===== src/rtl/can_fc_pkg.sv =====
package can_fc_pkg;

    typedef enum logic [1:0] {
        FC_ERR_ACTIVE  = 2'b00,
        FC_ERR_PASSIVE = 2'b01,
        FC_BUS_OFF     = 2'b10
    } fc_state_e;

    // Saturating add of a small step to an unsigned count.
    function automatic logic [8:0] sat_add9(input logic [8:0] val, input logic [8:0] step);
        logic [9:0] wide;
        wide = {1'b0, val} + {1'b0, step};
        return wide[9] ? 9'h1FF : wide[8:0];
    endfunction

endpackage


===== src/rtl/fc_err_counters.sv =====
module fc_err_counters #(
    parameter int CNT_W   = 9,
    parameter int TX_STEP = 8,
    parameter int RX_STEP = 1
) (
    input  logic             clk,
    input  logic             rst_n,
    input  logic             freeze,
    input  logic             clear,
    input  logic             node_tx,
    input  logic             err_pulse,
    input  logic             ok_pulse,
    output logic [CNT_W-1:0] tec,
    output logic [CNT_W-1:0] rec
);
    localparam logic [CNT_W-1:0] CNT_MAX = '1;
    localparam int               NCH     = 2;

    logic [CNT_W-1:0] cnt_q   [NCH];
    logic [CNT_W-1:0] cnt_nxt [NCH];

    // Channel 0 counts transmit events, channel 1 receive events.
    for (genvar ch = 0; ch < NCH; ch++) begin : g_chan
        localparam logic [CNT_W-1:0] STEP = (ch == 0) ? CNT_W'(TX_STEP) : CNT_W'(RX_STEP);
        logic sel;

        assign sel = (ch == 0) ? node_tx : !node_tx;

        always_comb begin
            cnt_nxt[ch] = cnt_q[ch];
            if (sel && err_pulse) begin
                if (cnt_q[ch] > CNT_MAX - STEP)
                    cnt_nxt[ch] = CNT_MAX;
                else
                    cnt_nxt[ch] = cnt_q[ch] + STEP;
            end else if (sel && ok_pulse && cnt_q[ch] != '0) begin
                cnt_nxt[ch] = cnt_q[ch] - 1'b1;
            end
        end

        always_ff @(posedge clk) begin
            if (!rst_n || clear)
                cnt_q[ch] <= '0;
            else if (!freeze)
                cnt_q[ch] <= cnt_nxt[ch];
        end
    end

    assign tec = cnt_q[0];
    assign rec = cnt_q[1];

endmodule


===== src/rtl/fc_stuff_monitor.sv =====
module fc_stuff_monitor #(
    parameter int STUFF_LEN = 6
) (
    input  logic clk,
    input  logic rst_n,
    input  logic bit_strobe,
    input  logic bus_recessive,
    input  logic in_stuff_region,
    output logic stuff_err
);
    localparam int SW = $clog2(STUFF_LEN + 1);
    localparam logic [SW-1:0] LAST = SW'(STUFF_LEN - 1);
    localparam logic [SW-1:0] FULL = SW'(STUFF_LEN);

    logic [SW-1:0] run_q;
    logic          hit;

    assign hit = bit_strobe && in_stuff_region && bus_recessive && (run_q == LAST);

    always_ff @(posedge clk) begin
        if (!rst_n) begin
            run_q     <= '0;
            stuff_err <= 1'b0;
        end else begin
            stuff_err <= hit;
            if (!in_stuff_region)
                run_q <= '0;
            else if (bit_strobe) begin
                if (!bus_recessive)
                    run_q <= '0;
                else if (run_q != FULL)
                    run_q <= run_q + 1'b1;
            end
        end
    end

endmodule


===== src/rtl/fc_recovery_counter.sv =====
module fc_recovery_counter #(
    parameter int RUN_LEN   = 11,
    parameter int RUN_TOTAL = 128
) (
    input  logic clk,
    input  logic rst_n,
    input  logic armed,
    input  logic bit_strobe,
    input  logic bus_recessive,
    output logic recov_hit
);
    localparam int BW = $clog2(RUN_LEN);
    localparam int RW = $clog2(RUN_TOTAL);
    localparam logic [BW-1:0] BIT_LAST = BW'(RUN_LEN - 1);
    localparam logic [RW-1:0] RUN_LAST = RW'(RUN_TOTAL - 1);

    logic [BW-1:0] bit_q;
    logic [RW-1:0] run_q;
    logic          run_end;

    assign run_end   = armed && bit_strobe && bus_recessive && (bit_q == BIT_LAST);
    assign recov_hit = run_end && (run_q == RUN_LAST);

    always_ff @(posedge clk) begin
        if (!rst_n || !armed) begin
            bit_q <= '0;
            run_q <= '0;
        end else if (bit_strobe) begin
            if (!bus_recessive) begin
                bit_q <= '0;
            end else if (run_end) begin
                bit_q <= '0;
                run_q <= (run_q == RUN_LAST) ? '0 : run_q + 1'b1;
            end else begin
                bit_q <= bit_q + 1'b1;
            end
        end
    end

endmodule


===== src/rtl/fc_state_fsm.sv =====
module fc_state_fsm
    import can_fc_pkg::*;
#(
    parameter int CNT_W       = 9,
    parameter int PASSIVE_LIM = 127,
    parameter int BUSOFF_LIM  = 255
) (
    input  logic             clk,
    input  logic             rst_n,
    input  logic [CNT_W-1:0] tec,
    input  logic [CNT_W-1:0] rec,
    input  logic             recov_hit,
    output logic [1:0]       state_code,
    output logic             in_bus_off
);
    localparam logic [CNT_W-1:0] P_LIM = CNT_W'(PASSIVE_LIM);
    localparam logic [CNT_W-1:0] B_LIM = CNT_W'(BUSOFF_LIM);

    fc_state_e state_q, state_d;
    logic      over_busoff, over_passive;

    assign over_busoff  = tec > B_LIM;
    assign over_passive = (tec > P_LIM) || (rec > P_LIM);

    always_ff @(posedge clk) begin
        if (!rst_n)
            state_q <= FC_ERR_ACTIVE;
        else
            state_q <= state_d;
    end

    always_comb begin
        state_d = state_q;
        unique case (state_q)
            FC_ERR_ACTIVE: begin
                if (over_busoff)       state_d = FC_BUS_OFF;      // GO_BUSOFF
                else if (over_passive) state_d = FC_ERR_PASSIVE;  // GO_PASSIVE
            end
            FC_ERR_PASSIVE: begin
                if (over_busoff)       state_d = FC_BUS_OFF;      // GO_BUSOFF
                else if (!over_passive) state_d = FC_ERR_ACTIVE;  // GO_ACTIVE
            end
            FC_BUS_OFF: begin
                if (recov_hit)         state_d = FC_ERR_ACTIVE;   // REJOIN
            end
            default:                   state_d = FC_ERR_ACTIVE;
        endcase
    end

    always_comb begin
        state_code = state_q;
        in_bus_off = (state_q == FC_BUS_OFF);
    end

endmodule


===== src/rtl/can_fault_confine.sv =====
module can_fault_confine #(
    parameter int CNT_W       = 9,
    parameter int TX_STEP     = 8,
    parameter int RX_STEP     = 1,
    parameter int PASSIVE_LIM = 127,
    parameter int BUSOFF_LIM  = 255,
    parameter int RUN_LEN     = 11,
    parameter int RUN_TOTAL   = 128,
    parameter int STUFF_LEN   = 6
) (
    input  logic             clk,
    input  logic             rst_n,
    input  logic             bit_strobe,
    input  logic             bus_recessive,
    input  logic             node_tx,
    input  logic             in_stuff_region,
    input  logic             err_pulse,
    input  logic             ok_pulse,
    output logic [1:0]       fc_state,
    output logic [CNT_W-1:0] tec,
    output logic [CNT_W-1:0] rec,
    output logic             stuff_err,
    output logic             recovery_done
);
    logic in_bus_off;
    logic recov_hit;

    fc_err_counters #(
        .CNT_W   (CNT_W),
        .TX_STEP (TX_STEP),
        .RX_STEP (RX_STEP)
    ) u_counters (
        .clk       (clk),
        .rst_n     (rst_n),
        .freeze    (in_bus_off),
        .clear     (recov_hit),
        .node_tx   (node_tx),
        .err_pulse (err_pulse),
        .ok_pulse  (ok_pulse),
        .tec       (tec),
        .rec       (rec)
    );

    fc_state_fsm #(
        .CNT_W       (CNT_W),
        .PASSIVE_LIM (PASSIVE_LIM),
        .BUSOFF_LIM  (BUSOFF_LIM)
    ) u_fsm (
        .clk        (clk),
        .rst_n      (rst_n),
        .tec        (tec),
        .rec        (rec),
        .recov_hit  (recov_hit),
        .state_code (fc_state),
        .in_bus_off (in_bus_off)
    );

    fc_recovery_counter #(
        .RUN_LEN   (RUN_LEN),
        .RUN_TOTAL (RUN_TOTAL)
    ) u_recovery (
        .clk           (clk),
        .rst_n         (rst_n),
        .armed         (in_bus_off),
        .bit_strobe    (bit_strobe),
        .bus_recessive (bus_recessive),
        .recov_hit     (recov_hit)
    );

    fc_stuff_monitor #(
        .STUFF_LEN (STUFF_LEN)
    ) u_stuff (
        .clk             (clk),
        .rst_n           (rst_n),
        .bit_strobe      (bit_strobe),
        .bus_recessive   (bus_recessive),
        .in_stuff_region (in_stuff_region),
        .stuff_err       (stuff_err)
    );

    always_ff @(posedge clk) begin
        if (!rst_n)
            recovery_done <= 1'b0;
        else
            recovery_done <= recov_hit;
    end

endmodule


===== config.mk =====
export PLATFORM = sky130hd
export DESIGN_NAME = can_fault_confine
export DESIGN_NICKNAME = d
export VERILOG_FILES = /design/src/rtl/can_fc_pkg.sv /design/src/rtl/fc_err_counters.sv /design/src/rtl/fc_stuff_monitor.sv /design/src/rtl/fc_recovery_counter.sv /design/src/rtl/fc_state_fsm.sv /design/src/rtl/can_fault_confine.sv
export SDC_FILE = /design/constraint.sdc
export NUM_CORES = 1
export LEC_CHECK = 0
export ABC_CLOCK_PERIOD_IN_PS = 3000
export CAP_MARGIN = 20
export CORE_UTILIZATION = 38
export DETAILED_ROUTE_END_ITERATION = 10
export GPL_ROUTABILITY_DRIVEN = 0
export GPL_TIMING_DRIVEN = 0
export SYNTH_ARGS = -nofsm -noshare
export SYNTH_HDL_FRONTEND = slang
export SYNTH_SLANG_ARGS = --single-unit

===== constraint.sdc =====
create_clock -name clk -period 3 [get_ports clk]
set_input_delay 0.3 -clock clk [delete_from_list [all_inputs] [get_ports clk]]
set_output_delay 0.3 -clock clk [all_outputs]
set_load 0.02 [all_outputs]

After elaboration in Yosys (flattened, before gate mapping)
Memory sizes are Yosys's and may differ from the RTL's.
Index checks and enable logic that the tools add are counted.
{"block": "word_totals", "memories": 1, "ram_bits": 18, "out_inout_bits": 22, "register_bits": 18, "elab_cells": 81, "in_bits": 8}
{"block": "classes", "addsub": 7, "n_eq_ne": 10, "n_reduce_logical": 26, "n_bitwise": 2, "order_cmp": 5, "muxes": 24}
{"name": "u_counters.cnt_q", "depth": 2, "word_bits": 9, "rd": 2, "rd_ports_with_merged_regs": 0, "write_ports": 2, "line": "fc_err_counters.sv:19", "source": "logic [CNT_W-1:0] cnt_q [NCH];"}
{"op": "$mux W9", "n": 8}
{"op": "$gt A9 B7 Y1 const B", "n": 2}
{"op": "$gt A9 B9 Y1 const B", "n": 2}
{"op": "$reduce_bool A9 Y1", "n": 2}
{"op": "$sub A9 B1 Y9 const B", "n": 2}
{"op": "$logic_and A1 B1 Y1", "n": 13}
{"op": "$mux W2", "n": 5}
{"op": "$add A9 B1 Y9 const B", "n": 1}
{"op": "$add A9 B4 Y9 const B", "n": 1}
{"op": "$gt A9 B8 Y1 const B", "n": 1}
{"op": "$mux W4", "n": 2}
{"op": "$add A7 B1 Y7 const B", "n": 1}
{"op": "$eq A7 B7 Y1 const B", "n": 1}
{"op": "$mux W7", "n": 1}
{"op": "$mux W3", "n": 2}
{"op": "$pmux W2 S3", "n": 1}
{"op": "$reduce_and A3 Y1", "n": 2}
{"op": "$mux W1", "n": 5}
{"op": "$add A4 B1 Y4 const B", "n": 1}
{"op": "$eq A4 B4 Y1 const B", "n": 1}
{"op": "$reduce_and A2 Y1", "n": 2}
{"op": "$add A3 B1 Y3 const B", "n": 1}
{"op": "$eq A3 B3 Y1 const B", "n": 1}
{"op": "$logic_not A1 Y1", "n": 3}
{"op": "other kinds (10)", "n": 13}

Depth between registers and ports, before layout
{"block": "depth", "ltp_word": 9, "mapped_depth": 7, "depth_no_buf": 6}

Modules after synthesis
Synthesis repeated with hierarchy kept, for this count alone.
{"block": "hier_totals", "hier_cells": 277, "hier_area_um2": 2478.6}
{"module": "fc_err_counters", "cells_per_inst": 172, "n_inst": 1, "seq_area_each_um2": 540.5, "area_per_inst_um2": 1554.0}
{"module": "fc_recovery_counter", "cells_per_inst": 70, "n_inst": 1, "seq_area_each_um2": 220.2, "area_per_inst_um2": 599.3}
{"module": "fc_stuff_monitor", "cells_per_inst": 25, "n_inst": 1, "seq_area_each_um2": 80.1, "area_per_inst_um2": 217.7}
{"module": "fc_state_fsm", "cells_per_inst": 8, "n_inst": 1, "seq_area_each_um2": 40.0, "area_per_inst_um2": 81.3}
{"module": "can_fault_confine", "cells_per_inst": 2, "n_inst": 1, "seq_area_each_um2": 20.0, "area_per_inst_um2": 26.3}

Worst setup path before layout
OpenSTA, ideal clock, no wires.
{"block": "synth_path", "path_kind": "register to register", "start": "memory u_counters.cnt_q[1][0]", "end": "memory u_counters.cnt_q[1][0] (enable)", "synth_period_minus_slack_ps": 2206, "stages_incl_launch_ff": 6, "t_required_ps": 2610, "n_path_buf": 0, "setup_ps": 390, "setup_slack_ps": 794, "arrival_time_ps": 1816, "path_cell_list": "edfxtp_1 -> inv_1 -> ha_1 -> nand4b_1 -> a21oi_1 -> o31ai_1"}
{"element": "start: declaration", "line": "fc_err_counters.sv:19"}

==> flow_metrics.py <==
metrics = {
    "outcome": {
        "outcome": "completed",
    },
    "detailed_routing": {
        "drtAntennaViolNets": 0,
        "num_vias": 2194,
        "via_per_inst": 5.85,
        "drt_wl_total_um": 5750,
        "firstDrtPassIters": 4,
        "drt_iter0_drc": 127,
        "routedWlPerCell_um": 15.3,
        "drc": 0,
    },
    "critical_path": {
        "critPathKind": "register to register",
        "critPathLaunchType": "register",
        "critPathRequiredTime_ns": 3.15,
        "worst_setup_path_end_kind": "register",
        "crit_fanout": 9,
        "critPathArrivalTime_ns": 2.52,
    },
    "layout": {
        "fillCellCount": 599,
        "n_antenna_cell": 0,
        "area_delta_synth_final_pct": 20.4,
        "final_area_mm2": 0.00285,
        "final_nets": 323,
        "layout-drive-gt1-share_pct": 5.33,
    },
    "power": {
        "ir_drop_v": 0.000263,
        "power.leakage_nw": 1.02,
        "p_total_mw": 1.54,
        "p_per_area_mw_per_mm2": 540,
    },
    "clock_tree": {
        "numCtsBuffers": 5,
        "clk_pin_slew_ns": 0.08,
        "htreeDepth": 2,
        "cts_root_buffer": "clkbuf_8",
        "cts_buffer_depth": 2,
        "post_cts_resized": 0,
        "cts_setup_buffers": 0,
        "numClockSinks": 36,
        "hold_buffers": 0,
        "clk_latency_ns": 0.30,
        "cts_tree": "done",
    },
    "global_route": {
        "grt_pass1_wl_um": 9750,
        "grt-ovfl-total": 0,
        "antenna_found_initial": 0,
        "grtUsageTotal_pct": 19.3,
        "grt_max_degree": 12,
        "grt_pass1_vias": 2052,
    },
    "die": {
        "core_mm2": 0.00596,
        "std_cell_rows": 28,
        "die_width_um": 80.9,
        "ios": 30,
        "dieHeight_um": 80.9,
        "fp.dieArea_mm2": 0.00655,
        "initial_utilization_pct": 39.7,
    },
    "synthesis": {
        "synth.top_cells.by_area": "edfxtp_1 23%, dfxtp_1 15%, ha_1 8.5%",
        "ys_ff_latch": 36,
        "syn_inst": 264,
        "synth_seq_area_share_pct": 38.1,
        "synth_top_area_share_pct": 22.8,
        "synth_edf_count": 18,
        "synth.largest_area_cell": "edfxtp_1",
        "synth.most_common_cell": "a21oi_1",
        "synthTopCellsByCount": "25 x a21oi_1, 23 x nand2_1, 18 x dfxtp_1, 18 x edfxtp_1, 16 x ha_1",
        "synth_cell_type_count": 56,
        "synth.avg_cell_area_um2": 8.96,
        "syn_area_mm2": 0.00237,
        "syn_nets": 288,
        "async_reset_ff_share_pct": 0,
        "synthFlopType": "edfxtp_1",
        "synth_warnings": 0,
    },
    "flow_run": {
        "cap_violations": 0,
    },
    "timing": {
        "slew_headroom_pct": 41.4,
        "fin_tns_setup_ns": 0,
        "hold_slack_ns": 0.484,
        "hold_viol": 0,
        "fin_crit_ns": 2.37,
        "skew_ns": 0.00585,
        "rsz0062_at_grt": "no",
        "finalSetupViolCount": 0,
        "worstMarginPinSlew_ns": 0.873,
        "final_max_slew_viol_count": 0,
        "period_share_pct": 79.1,
        "layout_setup_ws_ns": 0.628,
        "fmax_mhz": 422,
    },
    "placed_design": {
        "placement.io_buffers": 28,
        "pre_cts_slack_ns": 0.424,
        "placed_area_mm2": 0.00275,
        "dp_hpwl_um": 4140,
    },
    "hold_path": {
        "hp-class": "register to register",
    },
}
final timing paths:
kind | slack (ns) | depth (start not counted) | endpoint | startpoint
max | 0.63 | 6 | u_counters.cnt_q[1][6] | u_counters.cnt_q[1][0]
min | 0.48 | 2 | u_recovery.run_q[5] | u_recovery.run_q[5]
max reg2reg | 0.63 | 6 | u_counters.cnt_q[1][6] | u_counters.cnt_q[1][0]
min reg2reg | 0.48 | 2 | u_recovery.run_q[5] | u_recovery.run_q[5]
sequential cells by signal (all words and copies together) (netlist names):
| signal | count |
|---|---|
| u_recovery.run_q | 7 |
| u_recovery.bit_q | 4 |
| u_stuff.run_q | 3 |
| u_counters.cnt_q | 18 |
| u_stuff.stuff_err | 1 |
| u_fsm.state_code | 2 |
| recovery_done | 1 |
final cells by class:
| type | instances | area [um^2] | area share, % |
|---|---|---|---|
| multi-input combinational | 207 | 1390 | 48.8 |
| sequential | 36 | 901 | 31.6 |
| timing repair buffer | 28 | 280 | 9.84 |
| clock buffer | 7 | 97.6 | 3.43 |
| tap | 75 | 93.8 | 3.30 |
| inverter | 14 | 52.6 | 1.85 |
| buffer | 7 | 28.8 | 1.01 |
| clock inverter | 1 | 5.00 | 0.176 |
critical path, stage by stage (launching register included):
cell	delay, ns
edfxtp_1	0.54
inv_1	0.20
ha_1	0.23
or3b_1	0.40
or3_1	0.35
a221o_1	0.36
a21oi_1	0.15
logic make-up (layout without fill, tap and decap cells):
| family | Yosys count | in the layout | share of synthesized area, % |
|---|---|---|---|
| AOI/OAI and AO/OA | 69 | 69 | 19.6 |
| xor gates and xnor gates | 10 | 10 | 3.70 |
| adders and majority gates | 16 | 16 | 8.46 |
| buffers and inverters | 21 | 57 | 3.44 |
| DFF | 36 | 36 | 38.1 |
| muxes | 1 | 1 | 0.423 |
| and+or+nand+nor | 111 | 111 | 26.3 |
through the flow:
stage               utilization (%)  instances
floorplan                         -        264
global placement               46.0        367
detailed placement             46.1        367
CTS                            47.8        375
global route                   47.8        375
finish                         47.8        375
layout by cell type, fill, tap and decap left out, drive strengths merged, types with 8 or more instances in the layout:
cell           instances
clkdlybuf4s50         28
a21oi                 25
nand2                 23
dfxtp                 18
edfxtp                18
ha                    16
nand3                 15
inv                   14
nor2                  13
clkbuf                12
nor3                   9
nand4                  8
layer usage:
metal	GRT usage [%]	vias up	part of all wire [%]	wire, um
met5	0	-	0	0
met4	6.61	0	1.3	75
met2	31.0	50	48	2750
li1	-	1076	-	-
met1	25.4	1062	47	2700
met3	4.38	6	3.9	223
power breakdown:
part           total, mW  switching [mW]  internal (mW)
logic              0.464           0.258          0.206
clock network      0.402           0.188          0.213
registers          0.673          0.0889          0.584
Note: power is estimated with default switching activity, not from simulation.
